`src/rtl/trap_pkg.sv`:
```
package trap_pkg;

  localparam int TT_W = 9;
  localparam int PST_W = 12;

  // processor state word bit positions (the 0xF3F save mask depends on them)
  localparam int PS_AG   = 0;
  localparam int PS_PRIV = 2;
  localparam int PS_PEF  = 4;
  localparam int PS_RED  = 5;
  localparam int PS_MG   = 10;
  localparam int PS_IG   = 11;

  localparam logic [PST_W-1:0] PST_SAVE_MASK = 12'hF3F;

  // trap type codes the sequencer decodes
  localparam logic [TT_W-1:0] TT_INSTR_FAULT = 9'h008;
  localparam logic [TT_W-1:0] TT_CLEAN_WIN   = 9'h024;
  localparam logic [TT_W-1:0] TT_DATA_FAULT  = 9'h030;
  localparam logic [TT_W-1:0] TT_INT_VECTOR  = 9'h060;
  localparam logic [TT_W-1:0] TT_MMU_LO      = 9'h064;
  localparam logic [TT_W-1:0] TT_MMU_HI      = 9'h06F;
  localparam logic [TT_W-1:0] TT_GROUP_MASK  = 9'h1C0;
  localparam logic [TT_W-1:0] TT_SPILL_GRP   = 9'h080;
  localparam logic [TT_W-1:0] TT_FILL_GRP    = 9'h0C0;

  typedef enum logic [1:0] {
    WIN_KEEP  = 2'd0,
    WIN_CLEAN = 2'd1,
    WIN_SPILL = 2'd2,
    WIN_FILL  = 2'd3
  } win_op_e;

  typedef enum logic [1:0] {
    GSET_ALT = 2'd0,
    GSET_MMU = 2'd1,
    GSET_INT = 2'd2
  } gset_e;

endpackage

```
`src/rtl/trap_class_decode.sv`:
```
module trap_class_decode
  import trap_pkg::*;
(
  input  logic [TT_W-1:0] tt_i,
  output gset_e           gset_o,
  output win_op_e         win_o
);

  logic [TT_W-1:0] grp;

  always_comb begin
    grp = tt_i & TT_GROUP_MASK;

    if (tt_i == TT_INT_VECTOR) begin
      gset_o = GSET_INT;
    end else if (tt_i == TT_INSTR_FAULT || tt_i == TT_DATA_FAULT ||
                 (tt_i >= TT_MMU_LO && tt_i <= TT_MMU_HI)) begin
      gset_o = GSET_MMU;
    end else begin
      gset_o = GSET_ALT;
    end

    if (tt_i == TT_CLEAN_WIN) begin
      win_o = WIN_CLEAN;
    end else if (grp == TT_SPILL_GRP) begin
      win_o = WIN_SPILL;
    end else if (grp == TT_FILL_GRP) begin
      win_o = WIN_FILL;
    end else begin
      win_o = WIN_KEEP;
    end
  end

endmodule

```
`src/rtl/trap_level_ctrl.sv`:
```
module trap_level_ctrl #(
  parameter int MAXTL = 6,
  parameter int LVL_W = 3
) (
  input  logic [LVL_W-1:0] cur_tl_i,
  output logic             fault_o,
  output logic             red_o,
  output logic [LVL_W-1:0] new_tl_o
);

  always_comb begin
    fault_o  = (cur_tl_i >= LVL_W'(MAXTL));
    red_o    = !(cur_tl_i < LVL_W'(MAXTL - 1));
    new_tl_o = cur_tl_i + LVL_W'(1);
  end

endmodule

```
`src/rtl/trap_window_calc.sv`:
```
module trap_window_calc
  import trap_pkg::*;
#(
  parameter int NWIN  = 8,
  parameter int CWP_W = 3
) (
  input  logic [CWP_W-1:0] cwp_i,
  input  logic [CWP_W-1:0] cansave_i,
  input  win_op_e          op_i,
  output logic [CWP_W-1:0] cwp_o
);

  int acc;

  always_comb begin
    unique case (op_i)
      WIN_CLEAN: acc = int'(cwp_i) + NWIN - 1;
      WIN_SPILL: acc = int'(cwp_i) + 2 * NWIN - int'(cansave_i) - 2;
      WIN_FILL:  acc = int'(cwp_i) + 1;
      default:   acc = int'(cwp_i);
    endcase
    cwp_o = CWP_W'(acc % NWIN);
  end

endmodule

```
`src/rtl/trap_vector_gen.sv`:
```
module trap_vector_gen
  import trap_pkg::*;
#(
  parameter int ADDR_W = 64
) (
  input  logic [ADDR_W-1:0] tba_i,
  input  logic [ADDR_W-1:0] htba_i,
  input  logic              hyper_i,
  input  logic              nested_i,
  input  logic [TT_W-1:0]   tt_i,
  output logic [ADDR_W-1:0] pc_o,
  output logic [ADDR_W-1:0] npc_o
);

  localparam logic [ADDR_W-1:0] HYP_KEEP = ~ADDR_W'(15'h3FFF);
  localparam logic [ADDR_W-1:0] SUP_KEEP = ~ADDR_W'(15'h7FFF);
  localparam logic [ADDR_W-1:0] NEST_BIT = ADDR_W'(1) << 14;

  logic [ADDR_W-1:0] offset;
  logic [ADDR_W-1:0] base;

  always_comb begin
    offset = ADDR_W'(tt_i) << 5;
    if (hyper_i) begin
      base = htba_i & HYP_KEEP;
    end else begin
      base = (tba_i & SUP_KEEP) | (nested_i ? NEST_BIT : '0);
    end
    pc_o  = base | offset;
    npc_o = pc_o + ADDR_W'(4);
  end

endmodule

```
`src/rtl/trap_state_ram.sv`:
```
module trap_state_ram #(
  parameter int DEPTH = 8,
  parameter int IDX_W = 3,
  parameter int DW    = 201
) (
  input  logic             clk,
  input  logic             rst,
  input  logic             we_i,
  input  logic [IDX_W-1:0] waddr_i,
  input  logic [DW-1:0]    wdata_i,
  input  logic [IDX_W-1:0] raddr_i,
  output logic [DW-1:0]    rdata_o
);

  logic [DW-1:0] mem [DEPTH];

  always_ff @(posedge clk) begin
    if (we_i) begin
      mem[waddr_i] <= wdata_i;
    end
  end

  always_ff @(posedge clk) begin
    if (rst) begin
      rdata_o <= '0;
    end else begin
      rdata_o <= mem[raddr_i];
    end
  end

endmodule

```
`src/rtl/trap_entry_unit.sv`:
```
module trap_entry_unit
  import trap_pkg::*;
#(
  parameter int MAXTL  = 6,
  parameter int NWIN   = 8,
  parameter int ADDR_W = 64,
  parameter int HAS_GL = 1,
  localparam int LVL_W = $clog2(MAXTL + 1),
  localparam int CWP_W = $clog2(NWIN)
) (
  input  logic              clk,
  input  logic              rst,
  input  logic              trap_req_i,
  input  logic [8:0]        trap_type_i,
  input  logic [ADDR_W-1:0] cur_pc_i,
  input  logic [ADDR_W-1:0] cur_npc_i,
  input  logic [7:0]        cur_ccr_i,
  input  logic [7:0]        cur_asi_i,
  input  logic [11:0]       cur_pstate_i,
  input  logic [CWP_W-1:0]  cur_cwp_i,
  input  logic [CWP_W-1:0]  cur_cansave_i,
  input  logic [2:0]        cur_gl_i,
  input  logic [LVL_W-1:0]  cur_tl_i,
  input  logic [ADDR_W-1:0] tba_i,
  input  logic [ADDR_W-1:0] htba_i,
  input  logic              hyper_i,
  input  logic [LVL_W-1:0]  rd_lvl_i,
  output logic              done_o,
  output logic              err_o,
  output logic [LVL_W-1:0]  new_tl_o,
  output logic [11:0]       new_pstate_o,
  output logic [CWP_W-1:0]  new_cwp_o,
  output logic [2:0]        new_gl_o,
  output logic [ADDR_W-1:0] new_pc_o,
  output logic [ADDR_W-1:0] new_npc_o,
  output logic [63:0]       rd_tstate_o,
  output logic [ADDR_W-1:0] rd_tpc_o,
  output logic [ADDR_W-1:0] rd_tnpc_o,
  output logic [8:0]        rd_tt_o
);

  localparam int DEPTH = 1 << LVL_W;
  localparam int REC_W = 64 + 2 * ADDR_W + TT_W;

  // decoded trap class
  gset_e   gset;
  win_op_e win_op;

  // level control
  logic             lvl_fault;
  logic             red_next;
  logic [LVL_W-1:0] tl_next;

  // next-state values
  logic [CWP_W-1:0]  cwp_next;
  logic [ADDR_W-1:0] pc_next;
  logic [ADDR_W-1:0] npc_next;
  logic [PST_W-1:0]  pst_next;
  logic [2:0]        gl_next;
  logic [2:0]        gl_saved;
  logic [63:0]       tstate_word;
  logic              accept;
  logic              fault_hit;

  // registered state
  logic              done_q;
  logic              err_q;
  logic [LVL_W-1:0]  tl_q;
  logic [PST_W-1:0]  pst_q;
  logic [CWP_W-1:0]  cwp_q;
  logic [2:0]        gl_q;
  logic [ADDR_W-1:0] pc_q;
  logic [ADDR_W-1:0] npc_q;
  logic [REC_W-1:0]  rec_rd;

  trap_class_decode u_decode (
    .tt_i   (trap_type_i),
    .gset_o (gset),
    .win_o  (win_op)
  );

  trap_level_ctrl #(
    .MAXTL (MAXTL),
    .LVL_W (LVL_W)
  ) u_level (
    .cur_tl_i (cur_tl_i),
    .fault_o  (lvl_fault),
    .red_o    (red_next),
    .new_tl_o (tl_next)
  );

  trap_window_calc #(
    .NWIN  (NWIN),
    .CWP_W (CWP_W)
  ) u_window (
    .cwp_i     (cur_cwp_i),
    .cansave_i (cur_cansave_i),
    .op_i      (win_op),
    .cwp_o     (cwp_next)
  );

  trap_vector_gen #(
    .ADDR_W (ADDR_W)
  ) u_vector (
    .tba_i    (tba_i),
    .htba_i   (htba_i),
    .hyper_i  (hyper_i),
    .nested_i (tl_next > LVL_W'(1)),
    .tt_i     (trap_type_i),
    .pc_o     (pc_next),
    .npc_o    (npc_next)
  );

  // global-level option picks the stepping and the saved field
  if (HAS_GL != 0) begin : g_gl
    assign gl_next  = cur_gl_i + 3'd1;
    assign gl_saved = cur_gl_i;
  end else begin : g_no_gl
    assign gl_next  = cur_gl_i;
    assign gl_saved = 3'd0;
  end

  always_comb begin
    pst_next = '0;
    pst_next[PS_PEF]  = 1'b1;
    pst_next[PS_PRIV] = 1'b1;
    pst_next[PS_RED]  = red_next;
    unique case (gset)
      GSET_INT: pst_next[PS_IG] = 1'b1;
      GSET_MMU: pst_next[PS_MG] = 1'b1;
      default:  pst_next[PS_AG] = 1'b1;
    endcase
  end

  always_comb begin
    tstate_word = '0;
    tstate_word[CWP_W-1:0] = cur_cwp_i;
    tstate_word[19:8]      = cur_pstate_i & PST_SAVE_MASK;
    tstate_word[31:24]     = cur_asi_i;
    tstate_word[39:32]     = cur_ccr_i;
    tstate_word[42:40]     = gl_saved;
  end

  assign accept    = trap_req_i && !err_q && !lvl_fault;
  assign fault_hit = trap_req_i && !err_q && lvl_fault;

  always_ff @(posedge clk) begin
    if (rst) begin
      done_q <= 1'b0;
      err_q  <= 1'b0;
      tl_q   <= '0;
      pst_q  <= '0;
      cwp_q  <= '0;
      gl_q   <= '0;
      pc_q   <= '0;
      npc_q  <= '0;
    end else begin
      done_q <= accept;
      if (fault_hit) begin
        err_q <= 1'b1;
      end
      if (accept) begin
        tl_q  <= tl_next;
        pst_q <= pst_next;
        cwp_q <= cwp_next;
        gl_q  <= gl_next;
        pc_q  <= pc_next;
        npc_q <= npc_next;
      end
    end
  end

  trap_state_ram #(
    .DEPTH (DEPTH),
    .IDX_W (LVL_W),
    .DW    (REC_W)
  ) u_records (
    .clk     (clk),
    .rst     (rst),
    .we_i    (accept),
    .waddr_i (tl_next),
    .wdata_i ({tstate_word, cur_pc_i, cur_npc_i, trap_type_i}),
    .raddr_i (rd_lvl_i),
    .rdata_o (rec_rd)
  );

  assign done_o       = done_q;
  assign err_o        = err_q;
  assign new_tl_o     = tl_q;
  assign new_pstate_o = pst_q;
  assign new_cwp_o    = cwp_q;
  assign new_gl_o     = gl_q;
  assign new_pc_o     = pc_q;
  assign new_npc_o    = npc_q;
  assign rd_tstate_o  = rec_rd[REC_W-1 -: 64];
  assign rd_tpc_o     = rec_rd[TT_W + 2*ADDR_W - 1 -: ADDR_W];
  assign rd_tnpc_o    = rec_rd[TT_W + ADDR_W - 1 -: ADDR_W];
  assign rd_tt_o      = rec_rd[TT_W-1:0];

  // error state is sticky and blocks commits
  p_err_sticky_r1: assert property (@(posedge clk) disable iff (rst)
    err_q |=> err_q);
  p_err_no_done_r1: assert property (@(posedge clk) disable iff (rst)
    err_q |-> !done_q);
  // committed level in range, red exactly at the ceiling
  p_tl_range_r2: assert property (@(posedge clk) disable iff (rst)
    done_q |-> (tl_q >= LVL_W'(1) && tl_q <= LVL_W'(MAXTL)));
  p_red_ceiling_r2: assert property (@(posedge clk) disable iff (rst)
    done_q |-> (pst_q[PS_RED] == (tl_q == LVL_W'(MAXTL))));
  // exactly one global set selected
  p_one_gset_r6: assert property (@(posedge clk) disable iff (rst)
    done_q |-> ($countones({pst_q[PS_AG], pst_q[PS_MG], pst_q[PS_IG]}) == 1));
  // vector is 32-byte aligned
  p_vec_align_r8: assert property (@(posedge clk) disable iff (rst)
    done_q |-> (pc_q[4:0] == 5'd0));
  // successor address follows vector
  p_npc_step_r10: assert property (@(posedge clk) disable iff (rst)
    done_q |-> (npc_q == pc_q + ADDR_W'(4)));
  // no commit without a request one cycle earlier
  p_done_needs_req_r10: assert property (@(posedge clk) disable iff (rst)
    !trap_req_i |=> !done_q);

endmodule

```
`config.mk`:
```
export PLATFORM = sky130hd
export DESIGN_NAME = trap_entry_unit
export DESIGN_NICKNAME = d
export VERILOG_FILES = /design/src/rtl/trap_pkg.sv /design/src/rtl/trap_class_decode.sv /design/src/rtl/trap_level_ctrl.sv /design/src/rtl/trap_window_calc.sv /design/src/rtl/trap_vector_gen.sv /design/src/rtl/trap_state_ram.sv /design/src/rtl/trap_entry_unit.sv
export SDC_FILE = /design/constraint.sdc
export NUM_CORES = 1
export LEC_CHECK = 0
export ABC_CLOCK_PERIOD_IN_PS = 36600
export BUFFER_PORTS_ARGS = -buffer_cell sky130_fd_sc_hd__buf_2
export CAP_MARGIN = 5
export CORE_ASPECT_RATIO = 0.8
export CORE_UTILIZATION = 30
export DETAILED_ROUTE_END_ITERATION = 8
export PLACE_DENSITY = 0.55
export SLEW_MARGIN = 20
export SYNTH_ARGS = -nofsm -noshare
export SYNTH_HDL_FRONTEND = slang
export SYNTH_SLANG_ARGS = --single-unit
```
`constraint.sdc`:
```
create_clock -name clk -period 36.6 [get_ports clk]
set_clock_uncertainty 0.2 [all_clocks]
set_input_delay 7.32 -clock clk [delete_from_list [all_inputs] [get_ports clk]]
set_output_delay 7.32 -clock clk [all_outputs]
set_load 0.01 [all_outputs]
```
* After elaboration in Yosys (flattened, before gate mapping) *
Memories as Yosys holds them, arrays and structs flattened. A register that Yosys moved wholly into a read port is not among the register bits.
Index checks and enable logic that the tools add are counted.

word-level totals
  bits in registers = 346
  RAM bits = 1,352
  input bits = 312
  output and inout port bits = 352
  word-level logic and storage cells = 60
  memories kept = 1

operators by class
  add/subtract/negate cells = 9
  magnitude comparators = 5
  equality and inequality tests = 11
  mux-type cells = 13
  bitwise gates (word level) = 2
  reduce and logical (&&, ||, !) cells = 10

memories
  memory         depth  width  rd ports  clocked after Yosys merged registers in  wr ports  RTL line              source
  u_records.mem  8      169    1         1                                        1         trap_state_ram.sv:15  logic [DW-1:0] mem [DEPTH];

operators by type and width
  cell                                                                                 count
  64-bit by 3-bit adder with 64-bit output, second input constant                      1
  64-bit two-way mux                                                                   1
  64-bit by 14-bit OR with 64-bit output                                               1
  64-bit OR                                                                            1
  9-bit by 6-bit == test with 1-bit output, second input constant                      2
  3-bit by 1-bit adder with 3-bit output, second input constant                        5
  15-bit two-way mux                                                                   1
  9-bit by 4-bit == test with 1-bit output, second input constant                      1
  9-bit by 7-bit == test with 1-bit output, second input constant                      1
  9-bit by 7-bit greater-or-equal comparator with 1-bit output, second input constant  1
  9-bit by 7-bit less-or-equal comparator with 1-bit output, second input constant     1
  3-bit case mux with 3 select lines                                                   1
  2-bit two-way mux                                                                    4
  2-bit == test, second input constant                                                 3
  3-bit by 2-bit == test with 1-bit output, second input constant                      2
  1-bit two-way mux                                                                    6
  2-bit by 1-bit == test with 1-bit output, second input constant                      2
  1-bit logical AND                                                                    4
  3-bit greater-or-equal comparator, second input constant                             1
  3-bit by 1-bit greater-than comparator with 1-bit output, second input constant      1
  1-bit zero test                                                                      3
  3-bit < comparator, second input constant                                            1
  3-bit by 2-bit subtractor with 3-bit output, second input constant                   1
  3-bit subtractor                                                                     1
  3 further kinds                                                                      4

* Longest topological paths before layout *
  depth in word-level cells = 8
  mapped depth = 9

* By module *
From an unflattened synthesis, not the netlist that was laid out.

second synthesis, totals
  cells, all modules = 3,578
  area, all modules = 71,959.0 sq um

by module, submodules not included
  module             times used  cells an instance  area each (sq um)  sequential area each (sq um)
  trap_state_ram     1           2,761              65,098.7           52,310.2
  trap_entry_unit    1           634                5,043.6            2,882.8
  trap_vector_gen    1           136                1,455.1            0.0
  trap_window_calc   1           28                 205.2              0.0
  trap_class_decode  1           12                 100.1              0.0
  trap_level_ctrl    1           7                  56.3               0.0

* Least setup slack after synthesis *
No wires, ideal clock.

  path kind = in2reg
  from = in cur_tl_i[0]
  to = mem u_records.mem[5][0] (netlist bit), enable pin
  arrival time = 19.914 ns
  required time = 35.495 ns
  setup slack = 15.581 ns
  stages = 9
  path through = inv_1 -> ha_1 -> o21ai_1 -> and2_1 -> buf_2 -> buf_2 -> buf_2 -> nand2_1 -> nor3_1

on the way
  cells in the longest elaborated chain, start to end = 5
  elaborated cells on any way between the ends = 6
  classes of those cells = 1 x add/sub; 1 x order compare; 2 x mux; 2 x reduce/logical

ends and longest elaborated chain
  element                                  RTL line                source
  from (decl)                              trap_entry_unit.sv:23   input logic [LVL_W-1:0] cur_tl_i,
  3-bit greater-or-equal comparator        trap_level_ctrl.sv:12   fault_o = (cur_tl_i >= LVL_W'(MAXTL));
  1-bit zero test                          trap_entry_unit.sv:144  assign accept = trap_req_i && !err_q && !lvl_fault;
  1-bit logical AND                        trap_entry_unit.sv:144
  1-bit two-way mux                        trap_state_ram.sv:18    if (we_i) begin
  1-bit two-way mux (implied by the code)  trap_state_ram.sv:19    mem[waddr_i] <= wdata_i;
  to (decl)                                trap_state_ram.sv:15

Parallel ways exist; a longest one is shown, timed or not.

==> results.txt <==
The leakage component of the power is 0.0243 uW. The placed wire-length estimate came out at between 80000 and 90000 um. The number of detailed-route iterations in the first pass is 7. The clock group share of total power is 42.8%.

The clock latency at the later pin of the worst-skew pair came out at 0.78 ns. The power density over cell area came out at 57.3 nW/um^2. The floorplan has 144 rows.

The clock-pin slew on the worst setup and hold paths came out at roughly 0.060 ns. The synthesized instance count is 2814. The total of fill cells in the finished design is roughly 18000.

In this run the critical register-to-register path is captured at u_records.mem[7][166]. The number of max-slew violations in the final report was 0. The fraction of the mapped netlist area in simple logic gates came out at 2.03%.

The core occupancy in the finished layout came out at 36.0%. The switching power total came out at between 800 and 900 uW. The region available for standard cell placement spans 194000 um^2.

The number of global-route vias before repair came out at 28769. The startpoint identified for the worst register-to-register timing path is err_o. Registers take approximately 45000 um^2. Among all flip-flop cells after synthesis, the most frequent one is sky130_fd_sc_hd__edfxtp_1. The post-route non-filler standard cell count came out at 6104. The type of the worst min-delay path is flip-flop to flip-flop. By area, the combinational part of the netlist is dominated by multiplexers. The count of flip-flops with a built-in enable after synthesis is roughly 1400. The final estimated routing congestion in global placement is 0.755.

The adder and majority gate portion of the synthesized area is less than 1%. The share of final-layout standard cells stronger than drive strength 1 came out at 35.0%. The number of setup buffers added after CTS is 0. The number of vias per cell came out at between 4 and 5.

The detail-routed net length per standard cell is 24.2 um. The hold buffer count at cts is 0. The synthesized netlist contains 49 unique library cells. The area after detailed placement is 64100 um^2. The clock period minus worst slack came out at 12.31 ns. The transition time at the pin with the least slew margin came out at 1.06 ns. The mux cell area share after synthesis came out at 16.7%. The final global-route overflow total came out at 0. The finished cells cover around 70000 um^2.

Summing all multi-input logic gate instances after layout gives 12100 um^2. The total routing resource utilization after global routing is 14.7%. The wire length on met2 is slightly below 70000 um.

The data required time of the worst path is between 30 and 40 ns. The count of yosys warnings during synthesis came out at 0. The critical path startpoint category is an input port. The final-report setup violation count is 0.

The first global-routing pass estimated 209000 um of wire. The layout-stage area growth over the synthesis result came out at 18.7%. The length of routed met3 wiring came out at about 11000 um. The root buffer cell is sky130_fd_sc_hd__clkbuf_16. The share of the clock period used by the worst path after layout came out at 33.6%. The post-synthesis average cell area is 20.9 um^2. The effective utilization at floorplan came out at 30.4%. TritonCTS built the clock tree. The detailed router used layers up to and including met5. STA classifies the critical path endpoint as a flip-flop. The fraction of power spent switching nets came out at roughly 22%.

The endpoint arrival time on the critical path came out at between 10 and 15 ns. The width of the chip came out at 497 um. The critical path is of the input port to flip-flop type. The number of nets in the finished design came out at 3721. The startpoint identified for the worst hold timing path is new_gl_o[1]. The number of sinks driven by the clock tree is 1596. The largest net degree at the start of global routing is around 110. The summed instance area of the synthesized netlist is about 59000 um^2. The DRC violation count after routing is 0. Internal power comes to 3110 uW.

The largest fanout on the critical path is 69. The area of the die is 198000 um^2. The remaining antenna violation count after routing came out at 0. The share of synthesized flip-flops with an asynchronous set or reset came out at 0%.

For hold timing, the worst endpoint is new_gl_o[1]. The maximum frequency from static timing analysis came out at 81.2 MHz. The routed metal-1 wirelength is 65100 um. The synthesized netlist devotes 0.0681% of its cell area to XOR and XNOR gates.

The combinational cell fraction of total power is under 10%. The TritonCTS buffer count came out at between 150 and 200. The total of max-cap violations is 0.

Setup repair after global routing left no endpoint under its margin. Across all layers, the routed design uses 28446 vias. The deepest clock path buffer count came out at 3.

Of the total power, registers draw 51.2%. The complex-gate fraction of the synthesized area came out at 1.10%. The number of ports placed on the die boundary is 664. Including well taps, the total number of placed cells is between 5000 and 6000. The number of DRC markers after the initial detailed-route iteration is 1979. The final-layout setup total negative slack came out at 0 ns. From bottom edge to top edge, the die measures 398 um. The number of hold-slack violations in the final timing report is 0. The initial antenna violation count is 65.

The run finished with clean final reports. The setup check on the worst reg-to-reg path leaves a slack of approximately 33 ns. The number of cells traversed by the worst hold path came out at 2. After synthesis, flip-flops and latches occupy 77.4% of the total area. The number of buffer cells added on primary ports is 585.

The number of gates resized after CTS was 0. The normalized max-slew margin came out at ~29%. The synthesis-stage register bit count is approximately 1600. The H-tree was split into 4 levels. The design draws 3990 uW. For the worst flop-to-flop path, the logic depth is 6. The routed wire length came out at 148000 um. Across the VDD grid, the largest voltage drop is 0.0000417 V.
layout by cell type (no fill, tap or decap), types with 3 or more instances in the layout:
cell and n:
sky130_fd_sc_hd__mux2i_1 219, sky130_fd_sc_hd__mux2_2 3, sky130_fd_sc_hd__clkinv_8 4, sky130_fd_sc_hd__nand2_1 31, sky130_fd_sc_hd__buf_8 4, sky130_fd_sc_hd__nor2_4 6, sky130_fd_sc_hd__mux4_2 338, sky130_fd_sc_hd__diode_2 5
sky130_fd_sc_hd__bufinv_16 11, sky130_fd_sc_hd__inv_16 4, sky130_fd_sc_hd__ha_1 9, sky130_fd_sc_hd__a21oi_1 18, sky130_fd_sc_hd__nor2_1 227, sky130_fd_sc_hd__clkinv_1 17, sky130_fd_sc_hd__buf_4 37, sky130_fd_sc_hd__inv_1 10
sky130_fd_sc_hd__buf_12 6, sky130_fd_sc_hd__clkbuf_1 42, sky130_fd_sc_hd__a211oi_1 54, sky130_fd_sc_hd__clkinvlp_4 5, sky130_fd_sc_hd__conb_1 47, sky130_fd_sc_hd__buf_2 581, sky130_fd_sc_hd__nor2b_1 3, sky130_fd_sc_hd__clkbuf_8 27
sky130_fd_sc_hd__dfxtp_1 244, sky130_fd_sc_hd__edfxtp_1 1352, sky130_fd_sc_hd__clkbuf_16 169, sky130_fd_sc_hd__clkinv_2 19, sky130_fd_sc_hd__inv_6 9
worst max path at each step:
stage	slack, ns	from	endpoint	depth (start not counted)
floorplan	15.58	cur_tl_i[0]	u_records.mem[5][0]	9
global route	23.68	rd_lvl_i[0]	u_records.rdata_o[171]	9
finish	24.29	rd_lvl_i[0]	u_records.rdata_o[171]	9
global placement	23.26	rd_lvl_i[0]	u_records.rdata_o[171]	9
CTS	24.05	rd_lvl_i[0]	u_records.rdata_o[171]	9
detailed placement	23.20	rd_lvl_i[0]	u_records.rdata_o[171]	9
cells in the mapped netlist, drive strengths merged, types with 2 or more instances:
cell type     n  area [um^2]
a31o          2         17.5
mux4        338         7610
nor3          3         15.0
and3          2         13.8
nand4b        2         17.5
o21bai        2         15.0
o211ai        2         15.0
nor2        233          875
ha            9          113
buf         177         1130
mux2          3         33.8
nand3         2         10.0
mux2i       219         2190
o21ai         4         20.0
nor4b         2         38.8
nor2b         3         18.8
inv          10         37.5
nand2        31          116
clkbuf       78          293
a32o          2         20.0
o211a         2         20.0
a21oi        18         90.1
edfxtp     1352        40600
a211oi       54          405
nand2b        3         21.3
dfxtp       244         4880
per-layer routing:
| metal | global-route usage [%] | vias to the layer above |
|---|---|---|
| met3 | 5.12 | 262 |
| met5 | 0 | - |
| met2 | 22.8 | 788 |
| met4 | 3.10 | 56 |
| li1 | - | 12364 |
| met1 | 19.8 | 14976 |
critical path: stages:
cell,delay [ns]
sky130_fd_sc_hd__buf_8,0.60
sky130_fd_sc_hd__buf_4,0.83
sky130_fd_sc_hd__buf_4,0.65
sky130_fd_sc_hd__buf_4,0.69
sky130_fd_sc_hd__buf_4,0.75
sky130_fd_sc_hd__buf_4,0.79
sky130_fd_sc_hd__mux4_2,0.60
sky130_fd_sc_hd__mux2i_1,0.15
sky130_fd_sc_hd__nor2_1,0.07
registers in the layout, summed over array words and instances, names as in the netlist:
| name | count |
|---|---|
| u_records.mem | 1352 |
| new_pc_o | 58 |
| done_o | 1 |
| new_tl_o | 3 |
| new_npc_o | 1 |
| new_pstate_o | 5 |
| new_cwp_o | 3 |
| err_o | 1 |
| new_gl_o | 3 |
| u_records.rdata_o | 169 |
per-stage QoR:
step                hold slack (ns)  setup slack (ns)
global route                  0.287             23.68
finish                        0.257             24.29
CTS                           0.260             24.05
global placement              0.243             23.26
floorplan                     0.276             15.58
detailed placement            0.249             23.20
cells by family after synthesis:
kind of cell               after synthesis
DFF                                   1596
muxes                                  560
and+or+nand+nor                        289
buffers and inverters                  265
AOI/OAI and AO/OA                       91
adders and majority gates                9
xor gates and xnor gates                 3
other                                    1
power groups by stage:
stage / Clock, uW / Sequential [uW] / Combinational, uW
floorplan: 0 / 2100 / 133
CTS: 1760 / 2040 / 247
global route: 1830 / 2050 / 262
global placement: 0 / 2080 / 244
detailed placement: 0 / 2080 / 247
finish: 1710 / 2040 / 241
layout make-up:
class                           instances  area share, %
Sequential cell                      1596           65.2
Clock buffer                          238           6.82
Multi-Input combinational cell        999           17.3
Inverter                               10         0.0538
Tap cell                             2555           4.58
Antenna cell                            5         0.0179
Timing Repair Buffer                  628           4.83
Clock inverter                         73           1.19
Note: power is estimated with default switching activity, not from simulation.
